$ cat src/rtl/pwm_align_pkg.sv
package pwm_align_pkg;

    // Output shape selection; the value is the one written to the shape slot
    typedef enum logic [1:0] {
        ALN_LEFT   = 2'd0,
        ALN_RIGHT  = 2'd1,
        ALN_CENTER = 2'd2,
        ALN_DUAL   = 2'd3
    } align_e;

    // Shadow slot addresses on the write port
    localparam logic [1:0] SLOT_PERIOD = 2'd0;
    localparam logic [1:0] SLOT_THR_A  = 2'd1;
    localparam logic [1:0] SLOT_THR_B  = 2'd2;
    localparam logic [1:0] SLOT_SHAPE  = 2'd3;

    // Number of data words held in the shadow bank (period, A, B)
    localparam int unsigned NUM_WORDS = 3;

    // Triangle counting is used only by the center shape
    function automatic logic is_triangle(input align_e m);
        return (m == ALN_CENTER);
    endfunction

endpackage

$ cat src/rtl/pwm_shadow_bank.sv
module pwm_shadow_bank
    import pwm_align_pkg::*;
#(
    parameter int unsigned W = 16
) (
    input  logic         clk,
    input  logic         rst_n,
    input  logic         wr_en,
    input  logic [1:0]   wr_addr,
    input  logic [W-1:0] wr_data,
    output logic [W-1:0] sh_period,
    output logic [W-1:0] sh_thr_a,
    output logic [W-1:0] sh_thr_b,
    output align_e       sh_shape
);

    typedef struct packed {
        logic [NUM_WORDS-1:0][W-1:0] word;
        align_e                      shape;
    } bank_t;

    bank_t s_d, s_q;

    always_comb begin
        s_d = s_q;
        if (wr_en) begin
            for (int i = 0; i < int'(NUM_WORDS); i++) begin
                if (wr_addr == 2'(i)) begin
                    s_d.word[i] = wr_data;
                end
            end
            if (wr_addr == SLOT_SHAPE) begin
                s_d.shape = align_e'(wr_data[1:0]);
            end
        end
    end

    always_ff @(posedge clk) begin
        if (!rst_n) begin
            s_q <= '{word: '0, shape: ALN_LEFT};
        end else begin
            s_q <= s_d;
        end
    end

    assign sh_period = s_q.word[SLOT_PERIOD];
    assign sh_thr_a  = s_q.word[SLOT_THR_A];
    assign sh_thr_b  = s_q.word[SLOT_THR_B];
    assign sh_shape  = s_q.shape;

endmodule

$ cat src/rtl/pwm_period_counter.sv
module pwm_period_counter
    import pwm_align_pkg::*;
#(
    parameter int unsigned W = 16
) (
    input  logic         clk,
    input  logic         rst_n,
    input  logic         en,
    input  logic [W-1:0] sh_period,
    input  logic [W-1:0] sh_thr_a,
    input  logic [W-1:0] sh_thr_b,
    input  align_e       sh_shape,
    // next-state view, used by the output stage so it lines up with cnt
    output logic [W-1:0] nx_cnt,
    output logic         nx_up,
    output logic [W-1:0] nx_thr_a,
    output logic [W-1:0] nx_thr_b,
    output align_e       nx_shape,
    // registered view
    output logic [W-1:0] cur_cnt,
    output logic [W-1:0] cur_period,
    output align_e       cur_shape
);

    localparam logic [W-1:0] ONE = W'(1);

    typedef struct packed {
        logic [W-1:0] cnt;
        logic         up;
        logic [W-1:0] period;
        logic [W-1:0] thr_a;
        logic [W-1:0] thr_b;
        align_e       shape;
    } ctr_t;

    ctr_t c_d, c_q;
    logic at_zero;
    logic at_peak;

    assign at_zero = (c_q.cnt == '0);
    assign at_peak = c_q.up && (c_q.cnt >= c_q.period);

    always_comb begin
        c_d = c_q;
        if (!en) begin
            // idle: follow shadow values and park at the shape's start point
            c_d.period = sh_period;
            c_d.thr_a  = sh_thr_a;
            c_d.thr_b  = sh_thr_b;
            c_d.shape  = sh_shape;
            c_d.up     = is_triangle(sh_shape);
            c_d.cnt    = is_triangle(sh_shape) ? '0 : sh_period;
        end else if (at_zero) begin
            // period boundary: take the shadow values
            c_d.period = sh_period;
            c_d.thr_a  = sh_thr_a;
            c_d.thr_b  = sh_thr_b;
            c_d.shape  = sh_shape;
            if (is_triangle(sh_shape)) begin
                c_d.up  = 1'b1;
                c_d.cnt = (sh_period == '0) ? '0 : ONE;
            end else begin
                c_d.up  = 1'b0;
                c_d.cnt = sh_period;
            end
        end else if (is_triangle(c_q.shape)) begin
            if (at_peak) begin
                c_d.up  = 1'b0;
                c_d.cnt = c_q.cnt - ONE;
            end else if (c_q.up) begin
                c_d.cnt = c_q.cnt + ONE;
            end else begin
                c_d.cnt = c_q.cnt - ONE;
            end
        end else begin
            c_d.cnt = c_q.cnt - ONE;
        end
    end

    always_ff @(posedge clk) begin
        if (!rst_n) begin
            c_q <= '{cnt: '0, up: 1'b0, period: '0, thr_a: '0, thr_b: '0,
                     shape: ALN_LEFT};
        end else begin
            c_q <= c_d;
        end
    end

    assign nx_cnt     = c_d.cnt;
    assign nx_up      = c_d.up;
    assign nx_thr_a   = c_d.thr_a;
    assign nx_thr_b   = c_d.thr_b;
    assign nx_shape   = c_d.shape;
    assign cur_cnt    = c_q.cnt;
    assign cur_period = c_q.period;
    assign cur_shape  = c_q.shape;

endmodule

$ cat src/rtl/pwm_edge_compare.sv
module pwm_edge_compare
    import pwm_align_pkg::*;
#(
    parameter int unsigned W = 16
) (
    input  logic         clk,
    input  logic         rst_n,
    input  logic         en,
    input  logic [W-1:0] cnt,
    input  logic         up,
    input  logic [W-1:0] thr_a,
    input  logic [W-1:0] thr_b,
    input  align_e       shape,
    output logic         pwm_o,
    output logic         zero_o
);

    typedef struct packed {
        logic pwm;
        logic zero;
    } out_t;

    out_t o_d, o_q;

    logic above_a;     // left term with A
    logic atmost_a;    // right term with A
    logic atmost_b;    // right term with B
    logic center_hi;
    logic level;

    always_comb begin
        above_a   = (cnt > thr_a);
        atmost_a  = !above_a;
        atmost_b  = (cnt <= thr_b);
        center_hi = up ? (cnt >= thr_a) : above_a;
        unique case (shape)
            ALN_LEFT:   level = above_a;
            ALN_RIGHT:  level = atmost_a;
            ALN_CENTER: level = center_hi;
            ALN_DUAL:   level = above_a && atmost_b;
            default:    level = 1'b0;
        endcase
    end

    always_comb begin
        o_d.pwm  = en && level;
        o_d.zero = en && (cnt == '0);
    end

    always_ff @(posedge clk) begin
        if (!rst_n) begin
            o_q <= '0;
        end else begin
            o_q <= o_d;
        end
    end

    assign pwm_o  = o_q.pwm;
    assign zero_o = o_q.zero;

endmodule

$ cat src/rtl/pwm_align_gen.sv
module pwm_align_gen
    import pwm_align_pkg::*;
#(
    parameter int unsigned CNT_W = 16
) (
    input  logic             clk,
    input  logic             rst_n,
    input  logic             en,
    input  logic             wr_en,
    input  logic [1:0]       wr_addr,
    input  logic [CNT_W-1:0] wr_data,
    output logic             pwm_o,
    output logic [CNT_W-1:0] cnt_o,
    output logic             zero_o
);

    logic [CNT_W-1:0] sh_period, sh_thr_a, sh_thr_b;
    align_e           sh_shape;

    logic [CNT_W-1:0] nx_cnt, nx_thr_a, nx_thr_b;
    logic             nx_up;
    align_e           nx_shape;

    logic [CNT_W-1:0] cur_cnt, cur_period;
    align_e           cur_shape;

    pwm_shadow_bank #(.W(CNT_W)) u_bank (
        .clk       (clk),
        .rst_n     (rst_n),
        .wr_en     (wr_en),
        .wr_addr   (wr_addr),
        .wr_data   (wr_data),
        .sh_period (sh_period),
        .sh_thr_a  (sh_thr_a),
        .sh_thr_b  (sh_thr_b),
        .sh_shape  (sh_shape)
    );

    pwm_period_counter #(.W(CNT_W)) u_ctr (
        .clk        (clk),
        .rst_n      (rst_n),
        .en         (en),
        .sh_period  (sh_period),
        .sh_thr_a   (sh_thr_a),
        .sh_thr_b   (sh_thr_b),
        .sh_shape   (sh_shape),
        .nx_cnt     (nx_cnt),
        .nx_up      (nx_up),
        .nx_thr_a   (nx_thr_a),
        .nx_thr_b   (nx_thr_b),
        .nx_shape   (nx_shape),
        .cur_cnt    (cur_cnt),
        .cur_period (cur_period),
        .cur_shape  (cur_shape)
    );

    pwm_edge_compare #(.W(CNT_W)) u_cmp (
        .clk    (clk),
        .rst_n  (rst_n),
        .en     (en),
        .cnt    (nx_cnt),
        .up     (nx_up),
        .thr_a  (nx_thr_a),
        .thr_b  (nx_thr_b),
        .shape  (nx_shape),
        .pwm_o  (pwm_o),
        .zero_o (zero_o)
    );

    assign cnt_o = cur_cnt;

endmodule

$ cat config.mk
export PLATFORM = sky130hd
export DESIGN_NAME = pwm_align_gen
export DESIGN_NICKNAME = d
export VERILOG_FILES = /design/src/rtl/pwm_align_pkg.sv /design/src/rtl/pwm_shadow_bank.sv /design/src/rtl/pwm_period_counter.sv /design/src/rtl/pwm_edge_compare.sv /design/src/rtl/pwm_align_gen.sv
export SDC_FILE = /design/constraint.sdc
export NUM_CORES = 1
export LEC_CHECK = 0
export BUFFER_PORTS_ARGS = -buffer_cell sky130_fd_sc_hd__buf_4
export CORE_ASPECT_RATIO = 1.2
export CORE_MARGIN = 4
export CORE_UTILIZATION = 60
export DETAILED_ROUTE_END_ITERATION = 7
export PLACE_DENSITY = 0.77
export SLEW_MARGIN = 40
export SYNTH_ARGS = -nofsm -noshare
export SYNTH_HDL_FRONTEND = slang
export SYNTH_SLANG_ARGS = --single-unit
$ cat constraint.sdc
create_clock -name clk -period 9.8 [get_ports clk]
set_clock_uncertainty 0.15 [all_clocks]
set_input_delay 1.96 -clock clk [delete_from_list [all_inputs] [get_ports clk]]
set_output_delay 1.96 -clock clk [all_outputs]
set_load 0.05 [all_outputs]
After elaboration in Yosys (flattened, before gate mapping). Index checks and enable logic that the tools add are counted.

Bits of input ports: 22. Bits in writable memories: 0. Bits in read-only memories: 0. Memories: 0. Bits in registers: 119. Latch bits: 0.

Reductions and logical operators: 14. Add/subtract/negate cells: 2. Muxes and demuxes: 13. Div/mod/pow operators: 0. Bitwise gates (word level): 0. Multipliers: 0. Shift operators: 0. Equal/unequal tests: 9. Order comparisons: 4.

Operators with widths (number): 67-bit two-way mux (1); 16-bit two-way mux (4); 50-bit two-way mux (1); 16-bit zero test (3); 17-bit two-way mux (2); 16-bit greater-or-equal comparator (2); 16-bit by 1-bit adder with 16-bit output (second input constant) (1); 16-bit > comparator (1); 16-bit less-or-equal comparator (1); 16-bit by 1-bit subtractor with 16-bit output (second input constant) (1); 2-bit == test (second input constant) (6); 2-bit AND reduction (4); 2-bit by 1-bit == test with 1-bit output (second input constant) (2); 1-bit logical AND (4); 2-bit zero test (2); 1-bit two-way mux (4); 1-bit case mux with 4 select lines (1); 2-bit by 1-bit != test with 1-bit output (second input constant) (1); 1-bit zero test (1).

Depth between registers and ports, before layout. Gate-level depths: netlist of the first run.

Depth in word-level cells: 10. Gate-level depth with buffers: 21. Depth with buffers taken out: 18.

By module. Synthesis of the first run repeated with hierarchy kept, for this count alone.

Cell total of the unflattened synthesis: 911. Area, all modules: 7363.3 µm².

Modules (own cells, without submodules): pwm_period_counter (sequential area each 1341.3 µm², times used 1, cells each 598, area each 4491.8 µm²); pwm_shadow_bank (sequential area each 1001.0 µm², times used 1, cells each 183, area each 1908.1 µm²); pwm_edge_compare (sequential area each 40.0 µm², times used 1, cells each 130, area each 963.4 µm²).

Least setup slack after synthesis of the first run. OpenSTA, ideal clock, no wires.

Path kind: input to register. From: input en. To: register u_cmp.o_q (netlist bit u_cmp.pwm_o). Stages: 15. Path buffers: 4. Data arrival time: 5.153 ns. Slack: 4.376 ns. Cell sequence: and2_4 buf_6 clkbuf_1 buf_1 clkbuf_1 mux2i_1 ha_1 a21o_1 a21o_1 a211o_1 a2111oi_0 o311ai_1 nor2_1 a2111o_1 nand3_1.

Cells in the longest elaborated chain, start to end: 5. Elaborated cells between the ends (all ways): 13.

Ends and longest elaborated chain: start: declaration (RTL line pwm_align_gen.sv:8) `input logic en,`; 67-bit two-way mux (RTL line pwm_period_counter.sv:45) `if (!en) begin`; 16-bit > comparator, or another cell as far along (RTL line pwm_edge_compare.sv:32) `above_a = (cnt > thr_a);`; 1-bit two-way mux, or another cell as far along (RTL line pwm_edge_compare.sv:35) `center_hi = up ? (cnt >= thr_a) : above_a;`; 1-bit case mux with 4 select lines (RTL line pwm_edge_compare.sv:36) `unique case (shape)`; 1-bit logical AND * (RTL line pwm_edge_compare.sv:46) `o_d.pwm = en && level;`; end signal: assignment (RTL line pwm_edge_compare.sv:52) `o_q <= '0;`; end signal: assignment (RTL line pwm_edge_compare.sv:54) `o_q <= o_d;`; end: declaration (RTL line pwm_edge_compare.sv:23) `out_t o_d, o_q;`.

Every way passes the cells marked *; elsewhere a longest branch is shown, timed or not. A chain may end at the register's enable or synchronous reset.

Final worst setup path of the first run.
From: register u_ctr.c_q (netlist bit u_ctr.cur_cnt[0]). To: register u_cmp.o_q (netlist bit u_cmp.pwm_o).

Cells in the longest elaborated chain, start to end: 10. Elaborated cells between the ends (all ways): 25.

Ends and longest elaborated chain: start: declaration (RTL line pwm_period_counter.sv:36) `ctr_t c_d, c_q;`; start signal: assignment (RTL line pwm_period_counter.sv:82) `c_q <= '{cnt: '0, up: 1'b0, period: '0, thr_a: '0, thr_b: '0,`; 16-bit by 1-bit subtractor with 16-bit output, or another cell as far along (RTL line pwm_period_counter.sv:69, pwm_period_counter.sv:73, pwm_period_counter.sv:76); 16-bit two-way mux or 1-bit logical AND (tied branches) (RTL line pwm_period_counter.sv:70, pwm_period_counter.sv:41); 16-bit two-way mux (RTL line pwm_period_counter.sv:67) `if (at_peak) begin`; 16-bit two-way mux (RTL line pwm_period_counter.sv:66) `end else if (is_triangle(c_q.shape)) begin`; 17-bit two-way mux * (RTL line pwm_period_counter.sv:53) `end else if (at_zero) begin`; 67-bit two-way mux * (RTL line pwm_period_counter.sv:45); named net nx_cnt[5] (RTL line pwm_align_gen.sv:20) `logic [CNT_W-1:0] nx_cnt, nx_thr_a, nx_thr_b;`; 16-bit > comparator, or another cell as far along (RTL line pwm_edge_compare.sv:32); 1-bit two-way mux, or another cell as far along (RTL line pwm_edge_compare.sv:35); 1-bit case mux with 4 select lines * (RTL line pwm_edge_compare.sv:36); 1-bit logical AND * (RTL line pwm_edge_compare.sv:46).

The timed path passes the listed nets; every way through them passes the cells marked *. The select of a mux whose other input is x is not followed.

==> impl_metrics.py, run 1 <==
metrics = {
    "status": {
        "status": "completed",
    },
    "clocking": {
        "hold_buffers": 0,
        "clk_pin_slew_worst_paths_ns": 0.06,
        "clk_path_buf_depth": 2,
        "htree_levels": 4,
        "post_cts_buffers": 0,
        "cts_tree": "built",
        "cts_made_buffers": 17,
        "cts_resized": 0,
        "clk-insertion-delay-late_ns": 0.42,
        "cts_root_buf": "clkbuf_16",
        "clkSinkCount": 119,
    },
    "finish": {
        "n_antenna_cell": 0,
        "mostFrequentLayoutCells": "nand2_1 (173), dfxtp_1 (119), a21boi_0 (49), ha_1 (49), nor2b_1 (42)",
        "areaGrowthSynthToFinish_pct": 12.02,
        "instances_no_fill": 960,
        "nNetsFinal": 886,
        "fillers": 915,
        "final_common_cell": "nand2_1",
        "drive_gt1_share_pct": 10.39,
    },
    "power": {
        "p_leak_uw": 0.002967,
        "power.density_mw_per_mm2": 347.3,
        "ir_drop_uv": 181.9,
    },
    "die": {
        "core.rowCount": 42,
        "ios": 40,
        "core_sq_mm": 0.01098,
        "die-area_sq_mm": 0.01295,
        "die_y_um": 123.9,
        "initial_utilization_pct": 61.11,
        "die_w_um": 104.5,
    },
    "yosys": {
        "synthFlopType": "dfxtp_1",
        "synthCells": 814,
        "synth_area_sq_mm": 0.006711,
        "yosys_warnings": 0,
        "syn-num-nets": 885,
        "synth_edf_count": 0,
        "synthArstFlopShare_pct": 0,
        "synth-seq-area-share_pct": 35.50,
        "yosysUniqueCellTypes": 64,
        "ys_ff_latch": 119,
        "synth.avg_cell_area_sq_um": 8.245,
    },
    "place": {
        "place_congestion": 0.9525,
        "io_buffers": 39,
        "dp.cells": 928,
        "dp_hpwl_mm": 13.12,
    },
    "worst_setup_path": {
        "critPathKind": "reg2reg",
        "crit_fanout": 30,
        "cp.arrival_ns": 5.67,
        "ff2ff_path_depth": 18,
        "max_stage_delay_ns": 0.61,
        "crit_path_cell_trace": "inv_1 -> ha_1 -> or4b_4 -> or4_4 -> nand2_1 -> buf_4 -> and2_1 -> nand2_1 -> nand3_1 -> ha_1 -> a21o_1 -> a21o_1 -> a211o_1 -> a2111oi_0 -> o311ai_1 -> nor2_1 -> a2111o_1 -> nand3_1",
        "path_buf_inv": 2,
        "slowest_stage": "or4_4",
        "crit_cells": 18,
        "cp-end-kind": "flop",
        "r2r_slack_ns": 4.27,
        "cp.required_ns": 9.94,
        "start_kind": "flop",
        "cp_top_family": "simple AND/OR/NAND/NOR gates",
        "r2r_end": "u_cmp.pwm_o",
        "worstReg2RegStart": "u_ctr.cur_cnt[0]",
    },
    "detailed_routing": {
        "postRouteAntennaNets": 0,
        "drt_first_pass_iters": 6,
        "drc": 0,
        "dr_total_vias": 5880,
        "drt_wl_total_mm": 18.57,
        "vias_per_cell": 6.125,
        "wire_per_inst_um": 19.34,
        "drt-initial-drc-count": 376,
    },
    "global_route": {
        "grt_max_degree": 120,
        "grt_usage_pct": 29.20,
        "grt_pass1_wl_mm": 29.55,
        "antenna_found_initial": 0,
        "first_global_vias": 5673,
        "grt-ovfl-total": 0,
    },
    "timing": {
        "setup_viol": 0,
        "slew_headroom_pct": 41.13,
        "min_period_over_period_pct": 56.38,
        "final_max_slew_viol_count": 0,
        "finalCriticalPeriod_ns": 5.525,
        "setup-tns-final_ns": 0,
        "grt_setup_unrepaired": "no",
        "fmax_mhz": 181.0,
        "hold_violations": 0,
        "worst_slew_pin_slew_ns": 0.8821,
    },
    "flow_run": {
        "cap_violations": 0,
    },
    "hold_path": {
        "hp-start": "u_ctr.cur_period[14]",
        "whs_endpoint": "u_ctr.cur_period[14]",
        "min_path_type": "reg2reg",
        "holdPathStages": 2,
    },
}
==> how the worst max path moves through the flow <==
stage	startpoint	end
2_1_floorplan	en	u_cmp.pwm_o
6_report	u_ctr.cur_cnt[0]	u_cmp.pwm_o
5_1_grt	u_ctr.cur_cnt[0]	u_cmp.pwm_o
3_3_place_gp	en	u_cmp.pwm_o
3_5_place_dp	en	u_cmp.pwm_o
4_1_cts	u_ctr.cur_cnt[0]	u_cmp.pwm_o
==> logic make-up (layout without fill, tap and decap cells) <==
logic type	after synthesis	count (layout)	synth area share, %
DFF	119	119	35.50
and+or+nand+nor	363	363	26.77
adders and majority gates	49	49	9.135
buffers and inverters	84	98	5.873
xor gates and xnor gates	2	2	0.4661
AOI/OAI and AO/OA	161	161	16.85
muxes	36	36	5.406
==> sequential cells by signal (all words and copies together) (netlist names) <==
signal,count
u_bank.sh_thr_a,16
u_ctr.cur_shape,2
u_ctr.cur_period,16
u_bank.sh_thr_b,16
u_bank.sh_shape,2
u_cmp.pwm_o,1
u_bank.sh_period,16
u_cmp.zero_o,1
u_ctr.c_q,33
u_ctr.cur_cnt,16
==> power by group <==
group / leakage, uW / total (uW) / internal, uW / switching (uW)
Clock: 0.000283 / 627 / 380 / 247
Sequential: 0.000965 / 608 / 527 / 81.3
Combinational: 0.00172 / 1380 / 525 / 851
==> worst min-delay path: cells and delay by family (launching register included) <==
kind | cells | cell delay, ns
AND/OR/NAND/NOR | 1 | 0.05
AO/OA/AOI/OAI | 1 | 0.05
flip-flops | 1 | 0.31
==> cell usage after synthesis, types with 2 or more instances <==
cell	count	share of area [%]
nand3_1	22	1.6
o311ai_1	2	0.26
nand2b_1	5	0.47
nand2_1	173	9.7
a21o_1	9	1.0
a32o_1	3	0.45
or3_1	9	0.84
o21ai_1	3	0.22
o21ai_0	10	0.75
and4_1	2	0.26
o21bai_1	4	0.45
clkbuf_1	38	2.1
o31ai_1	2	0.22
a2111oi_0	2	0.26
a21boi_1	17	1.9
nor2_1	26	1.5
dfxtp_1	119	35
or4_1	5	0.56
a211o_1	5	0.65
a31oi_1	4	0.37
nand3b_1	4	0.45
a211oi_1	9	1.0
buf_2	3	0.22
nor4_1	8	0.75
nor3_1	13	0.97
o211ai_1	5	0.56
buf_1	2	0.11
buf_6	2	0.34
and3_1	3	0.28
inv_1	23	1.3
a21oi_1	28	2.1
nor2b_1	42	3.9
or4bb_1	2	0.34
nand4_1	15	1.4
buf_4	16	1.8
ha_1	49	9.1
mux2i_1	34	5.1
a21boi_0	49	5.5
and2_1	19	1.8
a41oi_1	2	0.26
nor3b_1	3	0.34
==> cell type report <==
type                    count  area [sq um]  area share, %
clock buffers              17         425.4          5.658
clock inverters            15         168.9          2.247
inverters                  23         86.33          1.148
multi-input cells         611          3951          52.55
flip-flops and latches    119          2382          31.69
well taps                 132         165.2          2.197
repair buffers             43         339.1          4.510
==> metrics by stage <==
stage,utilization [%],power (uW),hold WS [ns],area [sq um],setup WS (ns)
detailed placement,63.01,1967,0.2935,6920,4.139
CTS,68.42,2599,0.3003,7515,4.372
global placement,62.72,1929,0.2875,6889,4.278
floorplan,-,1641,0.2807,6711,4.376
global route,68.46,2769,0.3133,7518,4.008
finish,68.46,2611,0.2978,7518,4.275
==> per-layer routing <==
metal	track usage, %	share of wire (%)
met2	48.63	48
met4	15.13	3.5
met1	37.01	43
met5	0	0
met3	4.406	5.2
No activity file was read; power rests on OpenSTA's default activity.
==> inputs of run 2 (changes only) <==
--- a/config.mk
+++ b/config.mk
@@ -8,9 +8,9 @@
 export BUFFER_PORTS_ARGS = -buffer_cell sky130_fd_sc_hd__buf_4
 export CORE_ASPECT_RATIO = 1.2
 export CORE_MARGIN = 4
-export CORE_UTILIZATION = 60
+export CORE_UTILIZATION = 55
 export DETAILED_ROUTE_END_ITERATION = 7
-export PLACE_DENSITY = 0.77
+export PLACE_DENSITY = 0.74
 export SLEW_MARGIN = 40
 export SYNTH_ARGS = -nofsm -noshare
 export SYNTH_HDL_FRONTEND = slang
==> constraint.sdc (replaced) <==
create_clock -name clk -period 4.4 [get_ports clk]
set_clock_uncertainty 0.15 [all_clocks]
set_input_delay 0.88 -clock clk [delete_from_list [all_inputs] [get_ports clk]]
set_output_delay 0.88 -clock clk [all_outputs]
set_load 0.05 [all_outputs]
==> impl_metrics.py, run 2 (synthesis gave the netlist of run 1 again) <==
metrics = {
    "status": {
        "status": "completed",
    },
    "clocking": {
        "clk-insertion-delay-late_ns": 0.41,
        "clk_path_buf_depth": 2,
        "clkSinkCount": 119,
        "cts_root_buf": "clkbuf_16",
        "htree_levels": 4,
        "clk_pin_slew_worst_paths_ns": 0.06,
        "hold_buffers": 0,
        "cts_tree": "built",
        "cts_made_buffers": 17,
    },
    "place": {
        "io_buffers": 39,
        "dpl_worst_slack_ns": -0.02224,
        "dp_hpwl_mm": 13.90,
        "place_congestion": 0.9352,
        "dp.cells": 993,
    },
    "hold_path": {
        "holdPathStages": 2,
        "min_path_type": "reg2reg",
        "hp-start": "u_ctr.cur_period[15]",
        "whs_endpoint": "u_ctr.cur_period[15]",
    },
    "global_route": {
        "grt_usage_pct": 27.73,
        "grt_pass1_wl_mm": 30.17,
        "grt-ovfl-total": 0,
        "first_global_vias": 5809,
        "antenna_found_initial": 0,
        "grt_max_degree": 92,
    },
    "detailed_routing": {
        "vias_per_cell": 5.867,
        "dr_total_vias": 6096,
        "drt-initial-drc-count": 434,
        "drt_wl_total_mm": 19.10,
        "wire_per_inst_um": 18.38,
        "postRouteAntennaNets": 0,
        "drt_first_pass_iters": 5,
        "drc": 0,
    },
    "power": {
        "p_switching_uw": 2905,
        "ir_drop_uv": 504.1,
        "p_int_uw": 3756,
        "clock_power_share_pct": 19.0,
        "switching_share_pct": 43.62,
        "power.density_mw_per_mm2": 817.7,
        "power.combinational.fraction_pct": 61.8,
        "p_leak_uw": 0.003280,
        "p_seq_share_pct": 19.2,
    },
    "finish": {
        "final_common_cell": "nand2_1",
        "instances_no_fill": 1039,
        "drive_gt1_share_pct": 20.52,
        "multi_input_area_sq_mm": 0.004175,
        "ff_latch_area_sq_mm": 0.002389,
        "mostFrequentLayoutCells": "nand2_1 (170), dfxtp_1 (114), buf_4 (94)",
        "nNetsFinal": 940,
        "n_antenna_cell": 0,
        "fillers": 998,
        "areaGrowthSynthToFinish_pct": 21.36,
        "largest_reg_flops": 33,
        "utilization_pct": 69.45,
        "regMostFlops": "u_ctr.c_q",
    },
    "timing": {
        "final_max_slew_viol_count": 0,
        "hold_violations": 0,
        "worst_slew_pin_slew_ns": 0.7656,
        "setup_ws_ns": 0.1996,
        "setup_viol": 0,
        "fmax_mhz": 238.1,
        "finalCriticalPeriod_ns": 4.200,
        "slew_headroom_pct": 48.96,
        "min_period_over_period_pct": 95.46,
    },
    "worst_setup_path": {
        "ff2ff_path_depth": 17,
        "start_kind": "flop",
        "r2r_slack_ns": 0.20,
        "r2r_end": "u_cmp.pwm_o",
        "cp.required_ns": 4.60,
        "worstReg2RegStart": "u_ctr.cur_cnt[7]",
        "cp-end-kind": "flop",
        "crit_fanout": 25,
        "critPathKind": "reg2reg",
        "cp.arrival_ns": 4.40,
    },
    "die": {
        "initial_utilization_pct": 57.22,
        "ios": 40,
        "core_sq_mm": 0.01173,
        "die_y_um": 129.0,
        "die_w_um": 108.8,
        "core.rowCount": 43,
        "die-area_sq_mm": 0.01404,
    },
    "flow_run": {
        "cap_violations": 0,
    },
}
## run 2: worst max path at each step
stage                             end  cells past startpoint  slack [ns]               from
after floorplan           u_cmp.pwm_o                     20        0.01   u_ctr.cur_cnt[0]
after global placement    u_cmp.pwm_o                     17        0.02   u_ctr.cur_cnt[0]
after detailed placement  u_cmp.pwm_o                     17       -0.02   u_ctr.cur_cnt[0]
after CTS                 u_cmp.pwm_o                     18      0.0003  u_ctr.cur_cnt[14]
after global routing      u_cmp.pwm_o                     19      -0.009   u_ctr.cur_cnt[7]
final                     u_cmp.pwm_o                     17        0.20   u_ctr.cur_cnt[7]
## run 2: stage by stage
step                hold WS, ns  cell area (sq um)   TNS [ns]  total power, uW
floorplan                0.2807               6780          0             3770
global placement         0.2903               7268          0             4702
detailed placement       0.2955               7274   -0.02224             4749
CTS                      0.3014               7820          0             6024
global route             0.3253               8145  -0.009011             7064
finish                   0.3000               8145          0             6661
## run 2: final cells by class
class / instances / area share [%]
Multi-Input combinational cell: 611 / 51.26
Clock buffer: 19 / 5.315
Timing Repair Buffer: 97 / 9.293
Tap cell: 157 / 2.412
Inverter: 23 / 1.060
Sequential cell: 119 / 29.32
Clock inverter: 13 / 1.336
## run 2: power by group through the flow
stage / clock (uW) / combinational, uW / sequential (uW)
final: 1260 / 4120 / 1280
after global routing: 1330 / 4440 / 1290
after CTS: 1280 / 3480 / 1270
after detailed placement: 0 / 3460 / 1290
after global placement: 0 / 3410 / 1290
after floorplan: 0 / 2470 / 1300
## run 2: per-layer routing
metal	wire, um	global-route usage (%)
met5	0	0
met4	639	11.14
met3	1252	4.733
met2	9058	45.80
met1	8151	36.04
## run 2: worst max-delay path, cell delays in order, from the launching register on
cell and delay, ns:
dfxtp_1 0.34, or4_1 0.60, or4_4 0.53, and2_4 0.22, buf_12 0.17, o211ai_1 0.14, nand3_2 0.17, buf_4 0.17
buf_4 0.14, ha_1 0.32, a21oi_2 0.14, nand2_1 0.06, a21oi_1 0.17, a21oi_1 0.09, nor3_1 0.13, o21bai_1 0.10
a2111o_1 0.40, nand3_1 0.08
## run 2: what timing repair did
action,CTS,global route
resized for setup,1,48
gates cloned,0,1
setup endpoints to repair,1,1
hold endpoints to repair,0,0
buffers inserted,0,13
pin swaps,0,21
==> inputs of run 3 (changes only) <==
--- a/config.mk
+++ b/config.mk
@@ -10,7 +10,7 @@
 export CORE_MARGIN = 4
 export CORE_UTILIZATION = 55
 export DETAILED_ROUTE_END_ITERATION = 7
-export PLACE_DENSITY = 0.74
+export PLACE_DENSITY = 0.76
 export SLEW_MARGIN = 40
 export SYNTH_ARGS = -nofsm -noshare
 export SYNTH_HDL_FRONTEND = slang
==> impl_metrics.py, run 3 (synthesis gave the netlist of run 1 again) <==
metrics = {
    "die": {
        "die-area_sq_mm": 0.01404,
        "core_sq_mm": 0.01173,
        "die_y_um": 129.0,
        "die_w_um": 108.8,
        "ios": 40,
        "core.rowCount": 43,
        "initial_utilization_pct": 57.22,
    },
    "power": {
        "switching_share_pct": 42.71,
        "p_leak_uw": 0.003335,
        "p_seq_share_pct": 18.4,
        "ir_drop_uv": 463.9,
        "p_switching_uw": 2935,
        "power.density_mw_per_mm2": 835.5,
        "clock_power_share_pct": 21.5,
        "p_int_uw": 3936,
        "power.combinational.fraction_pct": 60.1,
        "p_total_uw": 6871,
    },
    "worst_setup_path": {
        "cp-end-kind": "flop",
        "start_kind": "flop",
        "cp.required_ns": 4.55,
        "critPathKind": "reg2reg",
        "crit_fanout": 17,
        "cp.arrival_ns": 4.39,
    },
    "detailed_routing": {
        "drt_wl_total_mm": 19.63,
        "drt-initial-drc-count": 579,
        "wire_per_inst_um": 18.75,
        "drt_first_pass_iters": 5,
        "drc": 0,
        "dr_total_vias": 6157,
        "postRouteAntennaNets": 0,
        "vias_per_cell": 5.881,
    },
    "timing": {
        "hold_violations": 0,
        "setup-tns-final_ns": 0,
        "min_period_over_period_pct": 96.27,
        "setup_viol": 0,
        "fmax_mhz": 236.1,
        "worst_slew_pin_slew_ns": 0.7330,
        "final_max_slew_viol_count": 0,
        "finalCriticalPeriod_ns": 4.236,
        "worst_hold_slack_ns": 0.3020,
        "slew_headroom_pct": 50.98,
    },
    "clocking": {
        "cts_made_buffers": 17,
        "cts_tree": "built",
        "cts_root_buf": "clkbuf_16",
        "clkSinkCount": 119,
        "clk_pin_slew_worst_paths_ns": 0.06,
        "clk-insertion-delay-late_ns": 0.41,
        "htree_levels": 4,
        "clk_path_buf_depth": 2,
    },
    "place": {
        "place_congestion": 0.9279,
        "dp_hpwl_mm": 14.32,
        "io_buffers": 39,
    },
    "finish": {
        "regMostFlops": "u_ctr.c_q",
        "nNetsFinal": 948,
        "final_common_cell": "nand2_1",
        "fillers": 983,
        "n_antenna_cell": 0,
        "mostFrequentLayoutCells": "nand2_1 (171), dfxtp_1 (117), buf_4 (99)",
        "drive_gt1_share_pct": 19.78,
        "multi_input_area_sq_mm": 0.004125,
        "ff_latch_area_sq_mm": 0.002385,
        "areaGrowthSynthToFinish_pct": 22.54,
        "largest_reg_flops": 33,
    },
    "global_route": {
        "grt_max_degree": 118,
        "grt_pass1_wl_mm": 31.16,
        "antenna_found_initial": 0,
        "grt-ovfl-total": 0,
        "first_global_vias": 6050,
        "grt_usage_pct": 28.58,
    },
    "flow_run": {
        "cap_violations": 0,
    },
    "status": {
        "status": "completed",
    },
    "hold_path": {
        "min_path_type": "reg2reg",
    },
}
## run 3: path summary, 6_finish.rpt
kind                              from                    to  cells after the start  slack (ns)
hold reg to reg   u_ctr.cur_period[15]  u_ctr.cur_period[15]                      2        0.30
hold / removal    u_ctr.cur_period[15]  u_ctr.cur_period[15]                      2        0.30
setup reg to reg      u_ctr.cur_cnt[3]           u_cmp.pwm_o                     16        0.16
setup / recovery      u_ctr.cur_cnt[3]           u_cmp.pwm_o                     16        0.16
## run 3: layout make-up
cell class / instances / share of cell area (%)
multi-input cells: 612 / 50.16
flip-flops and latches: 119 / 29.00
repair buffers: 104 / 9.722
clock buffers: 21 / 5.599
well taps: 157 / 2.389
clock inverters: 11 / 2.084
inverters: 23 / 1.050
## run 3: worst max-delay path: stages, from the launching register on
cell and delay (ns):
dfxtp_1 0.31, buf_4 0.16, or4b_4 0.55, or4_4 0.54, and2_4 0.20, buf_6 0.17, buf_6 0.18, mux2i_2 0.26
ha_1 0.28, nand4_1 0.14, nor2_1 0.07, a211o_1 0.32, a2111oi_4 0.31, o311ai_2 0.14, nor2_1 0.16, a2111o_1 0.12
nand3_1 0.05
## run 3: layer usage
metal / GRT usage, % / routed length [um] / share of wire, %
met3: 4.783 / 1109 / 5.6
met2: 48.27 / 9685 / 49
met5: 0 / 0 / 0
met4: 12.04 / 598 / 3.0
met1: 36.08 / 8239 / 42
## run 3: power groups by stage
stage	Clock, uW	Sequential, uW	Combinational [uW]
after global placement	0	1280	3610
after CTS	1490	1260	3700
final	1480	1270	4130
after detailed placement	0	1280	3650
after global routing	1530	1270	4440
after floorplan	0	1300	2470
## run 3: what timing repair did
| action | 4_1_cts | 5_1_grt |
|---|---|---|
| endpoints found under the setup margin | 1 | 1 |
| gates cloned | 0 | 2 |
| pin swaps | 0 | 13 |
| gates resized for setup | 2 | 33 |
| hold buffers | 0 | 0 |
| buffers inserted | 0 | 4 |
## run 3: stage by stage
stage | area (sq um) | setup WS (ns) | utilization [%] | instances
finish | 8224 | 0.1642 | 70.12 | 1047
global route | 8224 | -0.006017 | 70.12 | 1047
CTS | 8020 | 0.009384 | 68.38 | 1041
detailed placement | 7382 | 0.02757 | 62.94 | 1009
global placement | 7376 | -0.004762 | 62.89 | 1009
floorplan | 6780 | 0.01061 | - | 814
